==> src/rtl/irq_pkg.sv <==
package irq_pkg;
    localparam int LVL_W    = 3;
    localparam int NMI_N    = 3;
    localparam int NMI_IDXW = 2;
    localparam int CODE_W   = 16;
    localparam int VEC_W    = 32;

    function automatic logic [CODE_W-1:0] slot_code(input logic [CODE_W-1:0] base,
                                                    input int step, input int idx);
        return base + CODE_W'(step * idx);
    endfunction
endpackage

==> src/rtl/irq_flags.sv <==
module irq_flags
    import irq_pkg::*;
#(
    parameter int N_SRC = 8,
    localparam int IDX_W = $clog2(N_SRC)
) (
    input  logic                clk,
    input  logic                rst_n,
    input  logic [N_SRC-1:0]    set_m_i,
    input  logic [NMI_N-1:0]    set_n_i,
    input  logic                clr_en_i,
    input  logic                clr_nmi_i,
    input  logic [IDX_W-1:0]    clr_idx_i,
    input  logic [NMI_IDXW-1:0] clr_nidx_i,
    output logic [N_SRC-1:0]    pend_m_o,
    output logic [NMI_N-1:0]    pend_n_o
);
    typedef struct packed {
        logic [N_SRC-1:0] m;
        logic [NMI_N-1:0] n;
    } flag_t;

    flag_t flag_d, flag_q;

    always_comb begin
        flag_d = flag_q;
        if (clr_en_i) begin
            if (clr_nmi_i) flag_d.n[clr_nidx_i] = 1'b0;
            else           flag_d.m[clr_idx_i]  = 1'b0;
        end
        // a fresh pulse in the clearing cycle survives
        flag_d.m = flag_d.m | set_m_i;
        flag_d.n = flag_d.n | set_n_i;
    end

    always_ff @(posedge clk or negedge rst_n) begin
        if (!rst_n) flag_q <= '0;
        else        flag_q <= flag_d;
    end

    assign pend_m_o = flag_q.m;
    assign pend_n_o = flag_q.n;
endmodule

==> src/rtl/irq_arb.sv <==
module irq_arb
    import irq_pkg::*;
#(
    parameter int              N_SRC     = 8,
    parameter logic [15:0]     MASK_BASE = 16'h0100,
    parameter logic [15:0]     NMI_BASE  = 16'h0010,
    parameter int              CODE_STEP = 16,
    localparam int IDX_W = $clog2(N_SRC)
) (
    input  logic [N_SRC-1:0]       pend_m_i,
    input  logic [NMI_N-1:0]       pend_n_i,
    input  logic [N_SRC-1:0]       mask_i,
    input  logic [N_SRC*LVL_W-1:0] lvl_i,
    input  logic                   svc_active_i,
    input  logic [LVL_W-1:0]       cur_lvl_i,
    output logic                   found_o,
    output logic                   nmi_o,
    output logic [IDX_W-1:0]       idx_o,
    output logic [NMI_IDXW-1:0]    nidx_o,
    output logic [LVL_W-1:0]       lvl_o,
    output logic [CODE_W-1:0]      code_o
);
    logic [N_SRC-1:0] elig;
    logic             m_found;
    logic [IDX_W-1:0] m_idx;
    logic [LVL_W-1:0] m_lvl;

    for (genvar g = 0; g < N_SRC; g++) begin : g_elig
        assign elig[g] = pend_m_i[g] && !mask_i[g] &&
                         (!svc_active_i || (lvl_i[g*LVL_W +: LVL_W] < cur_lvl_i));
    end

    // stage 1 level compare, stage 2 lowest index via strict less-than
    always_comb begin
        m_found = 1'b0;
        m_idx   = '0;
        m_lvl   = '1;
        for (int i = 0; i < N_SRC; i++) begin
            if (elig[i] && (!m_found || (lvl_i[i*LVL_W +: LVL_W] < m_lvl))) begin
                m_found = 1'b1;
                m_idx   = IDX_W'(i);
                m_lvl   = lvl_i[i*LVL_W +: LVL_W];
            end
        end
    end

    always_comb begin
        nidx_o = '0;
        if (pend_n_i[2])      nidx_o = 2'd2;
        else if (pend_n_i[1]) nidx_o = 2'd1;
        nmi_o   = |pend_n_i;
        found_o = nmi_o || m_found;
        idx_o   = m_idx;
        lvl_o   = nmi_o ? '0 : m_lvl;
        code_o  = nmi_o ? slot_code(NMI_BASE, CODE_STEP, int'(nidx_o))
                        : slot_code(MASK_BASE, CODE_STEP, int'(m_idx));
    end
endmodule

==> src/rtl/irq_vector_unit.sv <==
module irq_vector_unit
    import irq_pkg::*;
#(
    parameter int          N_SRC     = 8,
    parameter logic [15:0] MASK_BASE = 16'h0100,
    parameter logic [15:0] NMI_BASE  = 16'h0010,
    parameter int          CODE_STEP = 16
) (
    input  logic                   clk,
    input  logic                   rst_n,
    input  logic [N_SRC-1:0]       irq_i,
    input  logic [N_SRC-1:0]       irq_mask_i,
    input  logic [N_SRC*3-1:0]     irq_lvl_i,
    input  logic [2:0]             nmi_i,
    input  logic                   svc_active_i,
    input  logic [2:0]             cur_lvl_i,
    input  logic                   take_i,
    input  logic                   restart_i,
    output logic                   req_o,
    output logic                   is_nmi_o,
    output logic [15:0]            code_o,
    output logic [31:0]            vec_o,
    output logic                   ack_o,
    output logic                   pc_sel_o
);
    localparam int IDX_W = $clog2(N_SRC);

    typedef struct packed {
        logic                valid;
        logic                nmi;
        logic [IDX_W-1:0]    idx;
        logic [NMI_IDXW-1:0] nidx;
        logic [LVL_W-1:0]    lvl;
        logic [CODE_W-1:0]   code;
        logic                ack;
        logic                pcsel;
    } sel_t;

    sel_t sel_d, sel_q;

    logic [N_SRC-1:0]    pend_m;
    logic [NMI_N-1:0]    pend_n;
    logic                a_found, a_nmi;
    logic [IDX_W-1:0]    a_idx;
    logic [NMI_IDXW-1:0] a_nidx;
    logic [LVL_W-1:0]    a_lvl;
    logic [CODE_W-1:0]   a_code;
    logic                clr_en;
    logic [LVL_W-1:0]    win_lvl_q;

    irq_flags #(.N_SRC(N_SRC)) i_flags (
        .clk        (clk),
        .rst_n      (rst_n),
        .set_m_i    (irq_i),
        .set_n_i    (nmi_i),
        .clr_en_i   (clr_en),
        .clr_nmi_i  (sel_q.nmi),
        .clr_idx_i  (sel_q.idx),
        .clr_nidx_i (sel_q.nidx),
        .pend_m_o   (pend_m),
        .pend_n_o   (pend_n)
    );

    irq_arb #(
        .N_SRC     (N_SRC),
        .MASK_BASE (MASK_BASE),
        .NMI_BASE  (NMI_BASE),
        .CODE_STEP (CODE_STEP)
    ) i_arb (
        .pend_m_i     (pend_m),
        .pend_n_i     (pend_n),
        .mask_i       (irq_mask_i),
        .lvl_i        (irq_lvl_i),
        .svc_active_i (svc_active_i),
        .cur_lvl_i    (cur_lvl_i),
        .found_o      (a_found),
        .nmi_o        (a_nmi),
        .idx_o        (a_idx),
        .nidx_o       (a_nidx),
        .lvl_o        (a_lvl),
        .code_o       (a_code)
    );

    always_comb begin
        sel_d     = sel_q;
        sel_d.ack = 1'b0;
        clr_en    = 1'b0;
        if (sel_q.valid) begin
            if (take_i) begin
                sel_d.valid = 1'b0;
                sel_d.ack   = 1'b1;
                sel_d.pcsel = restart_i;
                clr_en      = 1'b1;
            end
        end else begin
            sel_d.valid = a_found;
            sel_d.nmi   = a_nmi;
            sel_d.idx   = a_idx;
            sel_d.nidx  = a_nidx;
            sel_d.lvl   = a_lvl;
            sel_d.code  = a_code;
        end
    end

    always_ff @(posedge clk or negedge rst_n) begin
        if (!rst_n) sel_q <= '0;
        else        sel_q <= sel_d;
    end

    assign req_o     = sel_q.valid;
    assign is_nmi_o  = sel_q.nmi;
    assign code_o    = sel_q.code;
    assign vec_o     = {16'h0000, sel_q.code};
    assign ack_o     = sel_q.ack;
    assign pc_sel_o  = sel_q.pcsel;
    assign win_lvl_q = sel_q.lvl;
endmodule

==> config.mk <==
export PLATFORM = sky130hd
export DESIGN_NAME = irq_vector_unit
export DESIGN_NICKNAME = d
export VERILOG_FILES = /design/src/rtl/irq_pkg.sv /design/src/rtl/irq_flags.sv /design/src/rtl/irq_arb.sv /design/src/rtl/irq_vector_unit.sv
export SDC_FILE = /design/constraint.sdc
export NUM_CORES = 1
export LEC_CHECK = 0
export ABC_CLOCK_PERIOD_IN_PS = 10200
export BUFFER_PORTS_ARGS = -buffer_cell sky130_fd_sc_hd__buf_2
export CAP_MARGIN = 20
export CORE_ASPECT_RATIO = 1.4
export CORE_MARGIN = 2
export CORE_UTILIZATION = 46
export DETAILED_ROUTE_END_ITERATION = 8
export HOLD_SLACK_MARGIN = 0.05
export PLACE_DENSITY = 0.82
export SLEW_MARGIN = 40
export SYNTH_ARGS = -nofsm -noshare
export SYNTH_HDL_FRONTEND = slang
export SYNTH_SLANG_ARGS = --single-unit
==> constraint.sdc <==
create_clock -name clk -period 10.2 [get_ports clk]
set_input_delay 1.02 -clock clk [delete_from_list [all_inputs] [get_ports clk]]
set_output_delay 1.02 -clock clk [all_outputs]
set_load 0.01 [all_outputs]
==> results by group, run 1 <==
Worst setup path
  • Worst endpoint required time: 10360 ps
  • CP max-delay cell: or3_4
  • Worst R2R Start: i_flags.pend_m_o[0]$_DFF_PN0_
  • FF-to-FF setup slack: 1280 ps
  • Worst setup path class: input port to register
  • Reg-to-reg endpoint: sel_q[23]$_DFFE_PN0N_
  • Startpoint types: input port
  • FF-to-FF path depth: 47
  • Crit path largest cell delay: 410 ps
  • CP arrival: 9950 ps
  • Endpoint class of the critical path: register
  • Worst-path fanout max: 4
  • Most used cell, CP: ha_4

Finish
  • Layout area overhead: 21.6%
  • Filler cell count: 516
  • Final Util: 57.2%
  • Fraction of layout cells with a size suffix above 1: 33.3%
  • Diodes inserted: 0
  • NumNets Final: 479

Flow run
  • Max Cap Viol: 0

Synth
  • Synth area leaders: dfrtp_1, buf_4, ha_1
  • Synth Area in XOR/XNOR: 0%
  • Simple-gate share of the synthesized area: 17.9%
  • Area leader, netlist: dfrtp_1
  • Syn Inst Count: 327
  • Async set or reset register ratio after synthesis: 100%
  • Cell area after synthesis: 2740 um^2
  • Largest family of logic cells by synthesized area: compound AO/OA/AOI/OAI gates
  • Proportion of synthesized area in mux cells: 5.16%
  • Synth Register Bits: 24
  • Post-synthesis compound-gate area fraction: 26.3%
  • Most instantiated cells after synthesis: buf_4, inv_1, ha_1
  • Count leader, synth: buf_4
  • Post-synthesis sequential area ratio: 21.9%
  • Post-synthesis adder-cell area fraction: 12.2%
  • YS warnings: 0
  • Post-synth top area share: 21.9%
  • Mean Syn Cell Area: 8.37 um^2
  • Post-synthesis cell type count: 59
  • Number of synthesized flops with an enable pin: 0
  • Ys flop type: dfrtp_1

Timing
  • Final worst path period share: 95.9%
  • Final Hold Fails: 0
  • Slew margin rel.: 58.0%
  • Hold Slack: 479 ps
  • Crit path time final: 9790 ps
  • Clock Skew: 1.99 ps
  • # setup viols final: 0
  • Slew @ Worst Pin: 629 ps
  • Fmax: 102 MHz
  • Slew Limit Fails: 0
  • Setup total negative slack: 0 ps

GRT
  • Pin count of the biggest net entering global routing: 25
  • Total track usage: 20.0%
  • Vias in the first global route: 2454
  • First-pass GRT wire length: 10.9 mm
  • Grt ovf: 0
  • Initial antenna violation count: 0

Routing
  • Via count: 2593
  • Routed length per instance: 14.7 um
  • Initial DRC Count: 66
  • Average vias per placed instance: 5.49
  • # DRC: 0
  • Router iterations before antenna repair: 4
  • Detailed Route WL: 6.93 mm
  • Routed Antenna Nets: 0

CTS
  • CTS Buf Count: 3
  • CTS Sinks: 24
  • Clock-pin slew on the worst setup and hold paths: 80 ps
  • Hold bufs inserted after CTS: 0
  • Worst-skew pair later-pin latency: 270 ps
  • CTS tree: built
  • CTS Root Cell: clkbuf_8
  • Clock buffer depth: 2
  • H-tree Lvls: 1

Placed design
  • Final RePlAce weighted congestion: 0.888
  • Dpl hpwl: 5.47 mm
  • IO buf count: 62

Floorplan
  • Initial Utilization: 47.0%
  • # IOs: 103
  • Die Y: 95.3 um
  • CORE AREA: 5820 um^2
  • Die area: 6590 um^2
  • Die Span X: 69.2 um
  • Standard-cell rows: 33

Hold path
  • WHS Path Cells: 1
  • Hold wc startpoint: i_flags.pend_m_o[6]$_DFF_PN0_
  • Hold Crit Endpoint: i_flags.pend_m_o[6]$_DFF_PN0_
  • Worst hold-check path type: register to register

Pwr
  • Pwr dens: 132 nW/um^2
  • Leak: 1.58 nW
  • Peak supply drop: 0.000133 V

Status
  • Status: completed
area by class of cell:
class / instances / area [um^2] / area share [%]
tap: 70 / 87.6 / 2.63
sequential: 24 / 601 / 18.0
inverter: 27 / 101 / 3.04
clock inverter: 1 / 30.0 / 0.902
multi-input combinational: 267 / 2020 / 60.8
timing repair buffer: 80 / 445 / 13.4
clock buffer: 3 / 41.3 / 1.24
per-layer routing:
metal / vias to the layer above / global-route usage [%] / part of all wire (%)
li1: 1231 / - / -
met1: 1235 / 22.3 / 40
met2: 109 / 39.3 / 53
met3: 18 / 2.01 / 4.8
met4: 0 / 7.03 / 2.7
met5: - / 0 / 0
report_power, final:
group          total (W)  internal [W]  switching, W
combinational   0.000240      0.000114      0.000126
sequential      0.000118      0.000105     0.0000125
clock          0.0000824     0.0000525     0.0000299
stage by stage:
stage,power [W],cell area (um^2),cells,setup slack (ps)
after floorplan,0.000268,2900,366,8.84
after global placement,0.000310,3070,465,38.1
after detailed placement,0.000318,3070,465,-338
after CTS,0.000403,3150,469,78.2
after global routing,0.000468,3330,472,-40.8
final,0.000439,3330,472,413
state kept, by name, summed over array words and instances (netlist names):
| name | flops |
|---|---|
| is_nmi_o | 1 |
| req_o | 1 |
| sel_q | 5 |
| pc_sel_o | 1 |
| i_flags.pend_m_o | 8 |
| code_o | 4 |
| ack_o | 1 |
| i_flags.pend_n_o | 3 |
timing repair:
action / in CTS / in global routing
setup endpoints to repair: 3 / 6
hold endpoints to repair: 0 / 0
gates resized for setup: 2 / 30
buffers inserted: 0 / 3
pin swaps: 0 / 13
cells in the final DEF, fill, tap and decap left out, drive strengths merged, types with 4 or more instances in the layout:
cell type / instances
buf: 80
inv: 27
nand2: 23
a21oi: 20
o22ai: 5
o21ai: 16
nand3: 7
nor2: 22
ha: 25
nor3: 5
mux2: 9
dfrtp: 24
nand2b: 8
mux2i: 4
a21o: 16
o21a: 7
a21boi: 8
conb: 40
nor2b: 7
and3b: 4
cells by family (layout without fill, tap and decap cells):
kind of cell,Yosys count,count (layout)
fa+ha+maj,27,27
buf+inv,75,111
simple gates,91,91
mux,13,13
other cells,1,40
compound gates,96,96
flops,24,24
worst max path at each step:
stage                             from               endpoint  slack [ps]  depth (start not counted)
final                     irq_lvl_i[2]  sel_q[23]$_DFFE_PN0N_         410                         50
after global routing      cur_lvl_i[2]  sel_q[23]$_DFFE_PN0N_         -40                         50
after CTS                 irq_lvl_i[2]  code_o[5]$_DFFE_PN0N_          80                         49
after detailed placement  irq_lvl_i[2]  code_o[5]$_DFFE_PN0N_        -340                         49
after global placement    irq_lvl_i[2]  sel_q[24]$_DFFE_PN0N_          40                         49
after floorplan           cur_lvl_i[2]  sel_q[24]$_DFFE_PN0N_           9                         50
critical path, delay by kind of cell:
| kind | cells | cell delay (ps) |
|---|---|---|
| AOI/OAI and AO/OA | 23 | 3710 |
| buffers and inverters | 4 | 330 |
| muxes | 5 | 1230 |
| adders and majority gates | 8 | 2080 |
| and+or+nand+nor | 10 | 1510 |
No activity file was read; power rests on OpenSTA's default activity.
==> run 2, diff against run 1 <==
--- a/config.mk
+++ b/config.mk
@@ -8,12 +8,14 @@
 export ABC_CLOCK_PERIOD_IN_PS = 10200
 export BUFFER_PORTS_ARGS = -buffer_cell sky130_fd_sc_hd__buf_2
 export CAP_MARGIN = 20
+export CELL_PAD_IN_SITES_DETAIL_PLACEMENT = 1
+export CELL_PAD_IN_SITES_GLOBAL_PLACEMENT = 2
 export CORE_ASPECT_RATIO = 1.4
 export CORE_MARGIN = 2
-export CORE_UTILIZATION = 46
+export CORE_UTILIZATION = 25
 export DETAILED_ROUTE_END_ITERATION = 8
 export HOLD_SLACK_MARGIN = 0.05
-export PLACE_DENSITY = 0.82
+export PLACE_DENSITY = 0.8
 export SLEW_MARGIN = 40
 export SYNTH_ARGS = -nofsm -noshare
 export SYNTH_HDL_FRONTEND = slang
==> run 2 against run 1 <==
Against the previous run: worst setup slack worse by 35 ps; worst hold slack improved by 6.3 ps; clock skew is 1.7 ps higher; combinational power is 2% lower; sequential share of layout area down 0.55 points; wire length increased by 20%; register-to-register slack improved by 30 ps; critical path depth shrank 1; count of clock-buffer cells in the layout up 1; power up 1.4%; final area is 3.2% higher; utilization shrank 25 points.
==> results by group, run 2 (synthesis results as in run 1) <==
GRT
  • First-pass GRT wire length: 13.1 mm (was 10.9 mm)
  • Vias in the first global route: 2687 (was 2454)
  • Initial antenna violation count: 0 (unchanged)
  • Grt ovf: 0 (unchanged)
  • Total track usage: 13.8% (was 20.0%)
  • Pin count of the biggest net entering global routing: 25 (unchanged)

CTS
  • Worst-skew pair later-pin latency: 260 ps (was 270 ps)
  • Clock-pin slew on the worst setup and hold paths: 60 ps (was 80 ps)
  • H-tree Lvls: 1 (unchanged)
  • CTS Root Cell: clkbuf_16 (was clkbuf_8)
  • CTS tree: built (unchanged)
  • Hold bufs inserted after CTS: 0 (unchanged)
  • Clock buffer depth: 2 (unchanged)
  • CTS Buf Count: 3 (unchanged)
  • CTS Sinks: 24 (unchanged)

Worst setup path
  • Worst setup path end: sel_q[23]$_DFFE_PN0N_ (unchanged)
  • FF-to-FF path depth: 46 (was 47)
  • Crit path from: irq_lvl_i[2] (unchanged)
  • Endpoint class of the critical path: register (unchanged)
  • Crit path largest cell delay: 400 ps (was 410 ps)
  • Worst endpoint required time: 10340 ps (was 10360 ps)
  • CP max-delay cell: or3_4 (unchanged)
  • FF-to-FF setup slack: 1310 ps (was 1280 ps)
  • Worst-path fanout max: 4 (unchanged)
  • Worst R2R Start: i_flags.pend_m_o[0]$_DFF_PN0_ (unchanged)
  • CP arrival: 9960 ps (was 9950 ps)
  • Reg-to-reg endpoint: sel_q[23]$_DFFE_PN0N_ (unchanged)
  • Startpoint types: input port (unchanged)
  • Worst setup path class: input port to register (unchanged)

Floorplan
  • # IOs: 103 (unchanged)
  • Initial Utilization: 25.5% (was 47.0%)
  • Die area: 11800 um^2 (was 6590 um^2)
  • Die Span X: 92.4 um (was 69.2 um)
  • CORE AREA: 10800 um^2 (was 5820 um^2)
  • Die Y: 128 um (was 95.3 um)
  • Standard-cell rows: 45 (was 33)

Timing
  • Clock Skew: 3.69 ps (was 1.99 ps)
  • Setup total negative slack: 0 ps (unchanged)
  • Final worst path period share: 96.3% (was 95.9%)
  • Hold Slack: 485 ps (was 479 ps)
  • Slew margin rel.: 56.8% (was 58.0%)
  • Final Hold Fails: 0 (unchanged)
  • Crit path time final: 9820 ps (was 9790 ps)
  • Slew Limit Fails: 0 (unchanged)
  • # setup viols final: 0 (unchanged)
  • Slew @ Worst Pin: 647 ps (was 629 ps)
  • Fmax: 102 MHz (about the same)
  • Setup WS post-layout: 378 ps (was 413 ps)

Routing
  • Routed length per instance: 15.2 um (was 14.7 um)
  • Average vias per placed instance: 4.63 (was 5.49)
  • Via count: 2533 (was 2593)
  • Detailed Route WL: 8.34 mm (was 6.93 mm)
  • Router iterations before antenna repair: 4 (unchanged)
  • Initial DRC Count: 40 (was 66)
  • Routed Antenna Nets: 0 (unchanged)
  • # DRC: 0 (unchanged)

Finish
  • Filler cell count: 1310 (was 516)
  • Fraction of layout cells with a size suffix above 1: 33.3% (about the same)
  • Final Util: 31.9% (was 57.2%)
  • Commonest non-fill, non-tap cell in the layout: buf_2 (unchanged)
  • Diodes inserted: 0 (unchanged)
  • Layout area overhead: 25.5% (was 21.6%)
  • NumNets Final: 483 (was 479)
  • Commonest cells after routing, fill and taps aside: buf_2, conb_1, inv_1, dfrtp_1, nand2_1 (unchanged)
  • Max reg flops: 8 (unchanged)

Pwr
  • P_int: 0.000278 W (was 0.000271 W)
  • Pwr dens: 130 nW/um^2 (was 132 nW/um^2)
  • Logic gate share of total power: 52.9% (was 54.5%)
  • Switch Pwr: 0.000168 W (about the same)
  • Leak: 1.62 nW (was 1.58 nW)
  • Peak supply drop: 0.0000778 V (was 0.000133 V)
  • Reg power frac: 26.5% (was 26.7%)
  • Clk network pwr share: 20.6% (was 18.8%)
  • Sw frac: 37.7% (was 38.3%)

Hold path
  • Worst hold-check path type: register to register (unchanged)
  • WHS Path Cells: 1 (unchanged)

Placed design
  • Dpl hpwl: 7.03 mm (was 5.47 mm)
  • Final RePlAce weighted congestion: 0.837 (was 0.888)
  • Setup slack after placement: -542 ps (was -338 ps)
  • IO buf count: 62 (unchanged)

Flow run
  • Max Cap Viol: 0 (unchanged)

Status
  • Status: completed (unchanged)
## run 2: cell types whose count changed in the layout (fill, tap and decap cells not counted), sizes merged
cell    before  now
clkbuf       3    4
bufinv       1    0
buf         80   84
## run 2: cell type report
type                            count  area (um^2)  area share (%)
Inverter                           27          101            2.95
Clock buffer                        4         88.8            2.59
Timing Repair Buffer               84          479            14.0
Sequential cell                    24          601            17.5
Tap cell                          141          176            5.14
Multi-Input combinational cell    267         1990            57.9
## run 2: power by group through the flow
stage | Sequential [W] | Combinational [W] | Clock (W)
floorplan | 0.000117 | 0.000151 | 0
global placement | 0.000119 | 0.000203 | 0
detailed placement | 0.000120 | 0.000211 | 0
CTS | 0.000118 | 0.000215 | 0.0000942
global route | 0.000120 | 0.000260 | 0.0000984
finish | 0.000118 | 0.000236 | 0.0000918
## run 2: critical path: cells and delay by family
family / cells / cell delay, ps
fa+ha+maj: 8 / 2220
buf+inv: 4 / 380
simple gates: 10 / 1430
compound gates: 22 / 3720
mux: 5 / 1180
## run 2: how the worst min path moves through the flow
| stage | from | endpoint | slack [ps] |
|---|---|---|---|
| floorplan | i_flags.pend_m_o[4]$_DFF_PN0_ | i_flags.pend_m_o[4]$_DFF_PN0_ | 440 |
| global placement | i_flags.pend_m_o[0]$_DFF_PN0_ | i_flags.pend_m_o[0]$_DFF_PN0_ | 460 |
| detailed placement | i_flags.pend_m_o[1]$_DFF_PN0_ | i_flags.pend_m_o[1]$_DFF_PN0_ | 480 |
| CTS | i_flags.pend_m_o[0]$_DFF_PN0_ | i_flags.pend_m_o[0]$_DFF_PN0_ | 490 |
| global route | i_flags.pend_m_o[0]$_DFF_PN0_ | i_flags.pend_m_o[0]$_DFF_PN0_ | 500 |
| finish | i_flags.pend_m_o[1]$_DFF_PN0_ | i_flags.pend_m_o[1]$_DFF_PN0_ | 490 |
## run 2: through the flow
step	cell area (um^2)	cells	power, W
5_1_grt	3430	547	0.000479
4_1_cts	3300	544	0.000427
2_1_floorplan	2900	366	0.000268
3_5_place_dp	3190	540	0.000330
3_3_place_gp	3190	540	0.000322
6_report	3430	547	0.000446
## run 2: routing by layer
metal | GRT usage, % | share of wire, % | vias to the layer above
met3 | 1.47 | 4.3 | 15
li1 | - | - | 1241
met1 | 15.8 | 41 | 1199
met2 | 26.9 | 53 | 78
met5 | 0 | 0 | -
met4 | 3.42 | 1.9 | 0
## run 2: repair_timing
item,4_1_cts,5_1_grt
endpoints found under the setup margin,4,6
gates resized for setup,6,21
setup buffers,0,3
pin swaps,1,12
